## src/rtl/tef_pkg.sv

```systemverilog
package tef_pkg;
    localparam int NUM_FLAGS = 5;
    localparam int DATA_W    = 8;
    localparam int PAD_W     = DATA_W - NUM_FLAGS;
    localparam int ROUTE_W   = 4;
    // Flag index inside the packed flag vector; index + PAD_W is the status bit
    localparam int F_CMP2 = 0;
    localparam int F_CAP2 = 1;
    localparam int F_WRAP = 2;
    localparam int F_CMP1 = 3;
    localparam int F_CAP1 = 4;
    // Routing bit positions
    localparam int RT_GLOB = 0;
    localparam int RT_CAP  = 1;
    localparam int RT_CMP  = 2;
    localparam int RT_WRAP = 3;

    typedef logic [NUM_FLAGS-1:0] flag_vec_t;

    typedef struct packed {
        logic flag;
        logic arm;
    } cell_state_t;
endpackage

```

## src/rtl/tef_flag_cell.sv

```systemverilog
module tef_flag_cell (
    input  logic clk,
    input  logic rst_n,
    input  logic ev_i,
    input  logic stat_rd_i,
    input  logic clr_acc_i,
    output logic flag_o
);
    import tef_pkg::*;

    cell_state_t st_d, st_q;

    always_comb begin
        st_d = st_q;
        if (stat_rd_i && st_q.flag) begin
            st_d.arm = 1'b1;
        end
        if (clr_acc_i && st_q.arm) begin
            st_d.arm  = 1'b0;
            st_d.flag = 1'b0;
        end
        if (ev_i) begin
            st_d.flag = 1'b1;
        end
    end

    always_ff @(posedge clk or negedge rst_n) begin
        if (!rst_n) begin
            st_q <= '0;
        end else begin
            st_q <= st_d;
        end
    end

    assign flag_o = st_q.flag;


    clear_needs_arm_chk: assert property (@(posedge clk) disable iff (!rst_n)
        $fell(st_q.flag) |-> $past(st_q.arm && clr_acc_i));


    event_wins_chk: assert property (@(posedge clk) disable iff (!rst_n)
        ev_i |=> st_q.flag);


    arm_needs_flag_chk: assert property (@(posedge clk) disable iff (!rst_n)
        $rose(st_q.arm) |-> $past(st_q.flag && stat_rd_i));
endmodule

```

## src/rtl/tef_route_reg.sv

```systemverilog
module tef_route_reg #(
    parameter int DATA_W  = 8,
    parameter int ROUTE_W = 4
) (
    input  logic              clk,
    input  logic              rst_n,
    input  logic              wr_i,
    input  logic [DATA_W-1:0] wdata_i,
    output logic [DATA_W-1:0] route_o
);
    localparam logic [DATA_W-1:0] KEEP_MASK = DATA_W'((1 << ROUTE_W) - 1);

    logic [DATA_W-1:0] route_d, route_q;

    always_comb begin
        route_d = route_q;
        if (wr_i) begin
            route_d = wdata_i & KEEP_MASK;
        end
    end

    always_ff @(posedge clk or negedge rst_n) begin
        if (!rst_n) begin
            route_q <= '0;
        end else begin
            route_q <= route_d;
        end
    end

    assign route_o = route_q;


    route_upper_zero_chk: assert property (@(posedge clk) disable iff (!rst_n)
        wr_i |=> (route_q[DATA_W-1:ROUTE_W] == '0));
endmodule

```

## src/rtl/tef_irq_steer.sv

```systemverilog
module tef_irq_steer (
    input  logic clk,
    input  logic rst_n,
    input  logic req_i,
    input  logic sel_tmr_i,
    output logic tmr_o,
    output logic ext_o
);
    assign tmr_o = req_i & sel_tmr_i;
    assign ext_o = req_i & ~sel_tmr_i;


    steer_exclusive_chk: assert property (@(posedge clk) disable iff (!rst_n)
        !(tmr_o && ext_o) && ((tmr_o || ext_o) == req_i));
endmodule

```

## src/rtl/tmr_evflag_regs.sv

```systemverilog
module tmr_evflag_regs #(
    parameter int                  ADDR_W     = 4,
    parameter logic [ADDR_W-1:0]   A_STATUS   = 'd0,
    parameter logic [ADDR_W-1:0]   A_ROUTE    = 'd1,
    parameter logic [ADDR_W-1:0]   A_CAP1_LO  = 'd2,
    parameter logic [ADDR_W-1:0]   A_CAP2_LO  = 'd3,
    parameter logic [ADDR_W-1:0]   A_CMP1_LO  = 'd4,
    parameter logic [ADDR_W-1:0]   A_CMP2_LO  = 'd5,
    parameter logic [ADDR_W-1:0]   A_CNT_LO   = 'd6,
    parameter logic [ADDR_W-1:0]   A_ALT_LO   = 'd7
) (
    input  logic              clk,
    input  logic              rst_n,
    input  logic [ADDR_W-1:0] bus_addr,
    input  logic              bus_rd,
    input  logic              bus_wr,
    input  logic [7:0]        bus_wdata,
    output logic [7:0]        bus_rdata,
    input  logic              ev_cap1,
    input  logic              ev_cap2,
    input  logic              ev_cmp1,
    input  logic              ev_cmp2,
    input  logic              ev_wrap,
    output logic              irq_cap_tmr,
    output logic              irq_cap_ext,
    output logic              irq_cmp_tmr,
    output logic              irq_cmp_ext,
    output logic              irq_wrap_tmr,
    output logic              irq_wrap_ext,
    output logic              irq_glob_tmr,
    output logic              irq_glob_ext
);
    import tef_pkg::*;

    localparam int NUM_REQ = 4;
    localparam logic [ADDR_W-1:0] CLR_ADDR [NUM_FLAGS] =
        '{A_CMP2_LO, A_CAP2_LO, A_CNT_LO, A_CMP1_LO, A_CAP1_LO};

    flag_vec_t         ev_vec, flags, clr_acc;
    logic              stat_rd, route_wr, any_acc;
    logic [DATA_W-1:0] route;
    logic [NUM_REQ-1:0] req, sel, tmr_v, ext_v;

    assign ev_vec[F_CAP1] = ev_cap1;
    assign ev_vec[F_CMP1] = ev_cmp1;
    assign ev_vec[F_WRAP] = ev_wrap;
    assign ev_vec[F_CAP2] = ev_cap2;
    assign ev_vec[F_CMP2] = ev_cmp2;

    assign any_acc  = bus_rd | bus_wr;
    assign stat_rd  = bus_rd && (bus_addr == A_STATUS);
    assign route_wr = bus_wr && (bus_addr == A_ROUTE);

    genvar gi;
    generate
        for (gi = 0; gi < NUM_FLAGS; gi++) begin : g_flag
            assign clr_acc[gi] = any_acc && (bus_addr == CLR_ADDR[gi]);
            tef_flag_cell u_cell (
                .clk       (clk),
                .rst_n     (rst_n),
                .ev_i      (ev_vec[gi]),
                .stat_rd_i (stat_rd),
                .clr_acc_i (clr_acc[gi]),
                .flag_o    (flags[gi])
            );
        end
    endgenerate

    tef_route_reg #(
        .DATA_W  (DATA_W),
        .ROUTE_W (ROUTE_W)
    ) u_route (
        .clk     (clk),
        .rst_n   (rst_n),
        .wr_i    (route_wr),
        .wdata_i (bus_wdata),
        .route_o (route)
    );

    assign req[RT_GLOB] = |flags;
    assign req[RT_CAP]  = flags[F_CAP1] | flags[F_CAP2];
    assign req[RT_CMP]  = flags[F_CMP1] | flags[F_CMP2];
    assign req[RT_WRAP] = flags[F_WRAP];
    assign sel          = route[NUM_REQ-1:0];

    generate
        for (gi = 0; gi < NUM_REQ; gi++) begin : g_steer
            tef_irq_steer u_steer (
                .clk       (clk),
                .rst_n     (rst_n),
                .req_i     (req[gi]),
                .sel_tmr_i (sel[gi]),
                .tmr_o     (tmr_v[gi]),
                .ext_o     (ext_v[gi])
            );
        end
    endgenerate

    assign irq_glob_tmr = tmr_v[RT_GLOB];
    assign irq_glob_ext = ext_v[RT_GLOB];
    assign irq_cap_tmr  = tmr_v[RT_CAP];
    assign irq_cap_ext  = ext_v[RT_CAP];
    assign irq_cmp_tmr  = tmr_v[RT_CMP];
    assign irq_cmp_ext  = ext_v[RT_CMP];
    assign irq_wrap_tmr = tmr_v[RT_WRAP];
    assign irq_wrap_ext = ext_v[RT_WRAP];

    always_comb begin
        bus_rdata = '0;
        if (bus_addr == A_STATUS) begin
            bus_rdata = {flags, {PAD_W{1'b0}}};
        end else if (bus_addr == A_ROUTE) begin
            bus_rdata = route;
        end
    end


    alt_keeps_wrap_chk: assert property (@(posedge clk) disable iff (!rst_n)
        (any_acc && bus_addr == A_ALT_LO && flags[F_WRAP]) |=> flags[F_WRAP]);


    status_write_inert_chk: assert property (@(posedge clk) disable iff (!rst_n)
        (bus_wr && bus_addr == A_STATUS) |=> ($past(flags) & ~flags) == '0);
endmodule

```

## config.mk

```make
export PLATFORM = sky130hd
export DESIGN_NAME = tmr_evflag_regs
export DESIGN_NICKNAME = d
export VERILOG_FILES = /design/src/rtl/tef_pkg.sv /design/src/rtl/tef_flag_cell.sv /design/src/rtl/tef_route_reg.sv /design/src/rtl/tef_irq_steer.sv /design/src/rtl/tmr_evflag_regs.sv
export SDC_FILE = /design/constraint.sdc
export NUM_CORES = 1
export LEC_CHECK = 0
export CAP_MARGIN = 20
export CORE_MARGIN = 5
export CORE_UTILIZATION = 46
export CTS_BUF_LIST = sky130_fd_sc_hd__clkbuf_8
export DETAILED_ROUTE_END_ITERATION = 10
export PLACE_DENSITY = 0.92
export SETUP_SLACK_MARGIN = 0.02
export SLEW_MARGIN = 40
export SYNTH_ARGS = -nofsm -noshare
export SYNTH_HDL_FRONTEND = slang
export SYNTH_HIERARCHICAL = 1
export SYNTH_SLANG_ARGS = --single-unit
```

## constraint.sdc

```tcl
create_clock -name clk -period 3.3 [get_ports clk]
set_clock_uncertainty 0.05 [all_clocks]
set_input_delay 0.66 -clock clk [delete_from_list [all_inputs] [get_ports clk]]
set_output_delay 0.66 -clock clk [all_outputs]
set_load 0.01 [all_outputs]
```

# == Word-level counts from Yosys, hierarchy flattened ==
# Cells that the tools add are included.
# op_classes
muxes,17
bitwise,15
eq_ne,6
reduce_logical,29
# op_table
cell,n
$reduce_bool A2 Y1,10
$logic_and A1 B1 Y1,17
$eq A4 B3 Y1 const B,3
$mux W1,10
$mux W2,5
$and A1 B1 Y1,8
$eq A4 B2 Y1 const B,2
$mux W8,1
$reduce_or A5 Y1,1
$eq A4 B1 Y1 const B,1
$logic_not A4 Y1,1
$mux W4,1
$not A1 Y1,4
$or A1 B1 Y1,3
# totals
in_bits,21
word_cells,78
out_inout_bits,16
regBits,14

# == Longest topological paths before layout ==
# depth
ltp_word,6
mapped_depth,5
depth_no_buf,4

# == By module ==
# Netlist, hierarchy kept.
# by_module_without_submodules
module,seq_area_each_um2,cells_per_inst,instances,area_each_um2
tef_flag_cell,50.0,6,5,75.1
tmr_evflag_regs,0.0,30,1,205.2
tef_route_reg,100.1,13,1,178.9
tef_irq_steer,0.0,2,4,16.3

# == Worst setup path after synthesis ==
# Ideal clock, no wire load.
# synth_timing
kind,input to output
startpoint,input port bus_addr[1]
endpoint,output port bus_rdata[3]
path_stages,3
t_arrival_ns,1.340
t_required_ns,2.590
n_path_buf,1
setup_slack_ns,1.250
cell_sequence,or3_1 > buf_2 > nor2_1
# synth_between
elab_chain_cells,3
elab_cells_between_ends,4
classes_between,1 x eq/ne; 2 x mux; 1 x reduce/logical
# synth_lines
element,line,rtl
"start, declared",tmr_evflag_regs.sv:14,"input logic [ADDR_W-1:0] bus_addr,"
$eq A4 B1 Y1,tmr_evflag_regs.sv:112,end else if (bus_addr == A_ROUTE) begin
$mux W4,tmr_evflag_regs.sv:112,
$mux W8 *,tmr_evflag_regs.sv:110,if (bus_addr == A_STATUS) begin
"end, declared",tmr_evflag_regs.sv:18,"output logic [7:0] bus_rdata,"
# Mark *: on every way between the ends. The rest lies on a longest branch, timed or not.

# == Final worst setup path ==
# layout_timing
startpoint,input port bus_addr[1]
endpoint,output port bus_rdata[6]
# layout_between
elab_chain_cells,2
# layout_lines
element,line
$logic_not A4 Y1,tmr_evflag_regs.sv:110
$mux W8,tmr_evflag_regs.sv:110
# No other way between the ends.

==> results.sh <==
export IMPL_status="finished clean"
export IMPL_layout_commonest_cell="clkdlybuf4s50_1"
export IMPL_ios=37
export IMPL_drc_errors=0
export IMPL_grt_max_degree=15
export IMPL_ys_warn_count=6
export IMPL_p_leak_nw=0.4816
export IMPL_pwr_share_comb_pct=29.0
export IMPL_firstDrtPassIters=4
export IMPL_ys_types=21
export IMPL_worstPathRequired_ns=2.59
export IMPL_path_max_fanout=6
export IMPL_ys_seq_area_share_pct=42.49
export IMPL_irDropWorstVdd_mv=0.2992
export IMPL_place_area_um2=1162
export IMPL_ctsResizeCount=0
export IMPL_max_stage_delay_ns=0.56
export IMPL_arrival_ns=2.39
export IMPL_gp_congestion=0.8139
export IMPL_power_switching_mw=0.1333
export IMPL_grt_pass1_vias=720
export IMPL_htreeDepth=1
export IMPL_drv_cap=0
export IMPL_syn_inst=81
export IMPL_grt_overflow=0
export IMPL_antenna_found_initial=0
export IMPL_clock_sinks=14
export IMPL_drive_above_1_share_pct=18.10
export IMPL_final_hold_violation_count=0
export IMPL_ff_latch_area_um2=350.3
export IMPL_drt_iter0_drc=8
export IMPL_crit_path_frequent_cell="clkdlybuf4s50_1"
export IMPL_ant_nets=0
export IMPL_diodes=0
export IMPL_setup_viol=0
export IMPL_crit_slowest_cell="clkdlybuf4s50_1"
export IMPL_critical_path_cell_chain="clkdlybuf4s50_1 -> or3_1 -> nor2_1 -> clkdlybuf4s50_1"
export IMPL_finalCriticalPeriod_ns=3.099
export IMPL_power_density_nw_per_um2=444.5
export IMPL_cts_made_buffers=3
export IMPL_rows=15
export IMPL_fp_dieH_um=52.34
export IMPL_final_max_slew_viol_count=0
export IMPL_ys_seq_elements=14
export IMPL_clk_pin_slew_worst_paths_ns=0.06
export IMPL_worst_setup_path_type="in2out"
export IMPL_cts_tree="built"
export IMPL_switching_share_pct=24.63
export IMPL_start_util_pct=48.28
export IMPL_hpwl_um=1461
export IMPL_clockBufferDepth=2
export IMPL_fin_area_um2=1217
export IMPL_post_route_period_util_pct=93.90
export IMPL_end_kind="output pin"
export IMPL_intPower_mw=0.4078
export IMPL_pwr_share_clk_pct=30.7
export IMPL_routed_via_density=5.043
export IMPL_synth_avg_cell_area_um2=10.18
export IMPL_ctsHoldBuffers=0
export IMPL_postCtsSetupBuffers=0
export IMPL_tightest_slew_ns=0.6309
export IMPL_synthToLayoutAreaGrowth_pct=47.65
export IMPL_min_path_type="reg2reg"
export IMPL_final_cell_mix="clkdlybuf4s50_1 (32), dfrtp_1 (14), mux2i_1 (10), nand2_1 (10), nor2_1 (6)"
export IMPL_relSlewSlack_pct=57.81
export IMPL_timing_setup_tns_ns=0
export IMPL_multi_input_area_um2=445.4
export IMPL_vias=711
export IMPL_dieArea_um2=2739
export IMPL_io_buffers=32
export IMPL_pwr_share_seq_pct=40.2
export IMPL_groute_usage_overall_pct=14.45
export IMPL_fillers=132
export IMPL_startpoint_type="input port"
export IMPL_rsz0062_at_grt="false"
export IMPL_fin_hold_ws_ns=0.4260
export IMPL_fmax_mhz=322.7
export IMPL_dieWidth_um=52.34
export IMPL_clk_latency_ns=0.24
export IMPL_grt_pass1_wl_um=2980
export IMPL_avgRoutedWirePerCell_um=13.33
export IMPL_core_area_um2=1708
export IMPL_syn_area_um2=824.5
export IMPL_postRouteWirelength_um=1879
export IMPL_fin_nets=138
export IMPL_cts_root_buf="clkbuf_8"
## synthesized netlist by cell type
master    instances  area (µm²)
a21o_1            5       37.54
and2_1            4       25.02
and2_2            4       30.03
and2b_2           4       35.03
buf_2             2       10.01
buf_4             4       30.03
conb_1            1       3.750
dfrtp_1          14       350.3
mux2_2            4       45.04
mux2i_1          10       100.1
nand2_1          10       37.54
nand2b_1          1       6.260
nor2_1            6       22.52
nor3_1            1       5.000
nor3b_1           1       7.510
nor3b_2           1       12.51
nor4_1            1       6.260
nor4b_1           3       26.28
or2_2             2       12.51
or3_1             2       12.51
or3b_1            1       8.760
## final timing paths
check	startpoint	end	slack, ns	cells past startpoint
hold / removal	g_flag[1].u_cell/st_q[0]$_DFFE_PN0P_	g_flag[1].u_cell/st_q[0]$_DFFE_PN0P_	0.43	1
setup reg to reg	g_flag[2].u_cell/st_q[0]$_DFFE_PN0P_	g_flag[2].u_cell/flag_o$_DFFE_PN0P_	2.47	2
setup / recovery	bus_addr[1]	bus_rdata[6]	0.20	4
max in group asynchronous	rst_n	g_flag[1].u_cell/st_q[0]$_DFFE_PN0P_	2.03	1
min in group asynchronous	rst_n	g_flag[0].u_cell/flag_o$_DFFE_PN0P_	0.76	1
hold reg to reg	g_flag[1].u_cell/st_q[0]$_DFFE_PN0P_	g_flag[1].u_cell/st_q[0]$_DFFE_PN0P_	0.43	1
## power groups by stage
stage                     sequential (mW)  clock, mW  combinational [mW]
after floorplan                     0.216          0              0.0799
after global placement              0.218          0               0.155
after detailed placement            0.220          0               0.159
after CTS                           0.217      0.169               0.159
after global routing                0.221      0.177               0.167
final                               0.218      0.166               0.157
## layer usage
metal | track usage, % | vias up | share of wire [%] | wire, µm
li1 | - | 336 | - | -
met5 | 0 | - | 0 | 0
met4 | 5.532 | 0 | 1.3 | 24
met3 | 3.134 | 5 | 6.9 | 129
met1 | 17.58 | 334 | 43 | 815
met2 | 24.59 | 36 | 48 | 910
## cell type report
type / instances / share of cell area [%]
multi-input cells: 64 / 36.59
flip-flops and latches: 14 / 28.78
repair buffers: 34 / 27.54
clock buffers: 4 / 4.522
well taps: 25 / 2.569
## worst max-delay path: cells and delay by family
kind,cells,cell delay [ns]
buf+inv,2,1.04
simple gates,2,0.68
## sequential cells by signal, indices dropped and copies added (netlist names)
register              flops
g_flag.u_cell/st_q        5
g_flag.u_cell/flag_o      5
u_route/route_o           4
## cell families after synthesis
logic type      synth area share, %
simple gates                  30.05
mux                           17.60
flops                         42.49
buf+inv                       4.856
compound gates                4.553
other cells                  0.4548
## metrics by stage
step / setup WS [ns] / total power, mW / utilization (%) / std cells
final: 0.2013 / 0.5411 / 71.28 / 141
after CTS: 0.1993 / 0.5455 / 71.28 / 141
after global placement: 0.2376 / 0.3732 / 68.06 / 137
after floorplan: 1.250 / 0.2954 / - / 84
after detailed placement: 0.2169 / 0.3790 / 68.06 / 137
after global routing: 0.1360 / 0.5647 / 71.28 / 141
No activity file was read; power rests on OpenSTA's default activity.
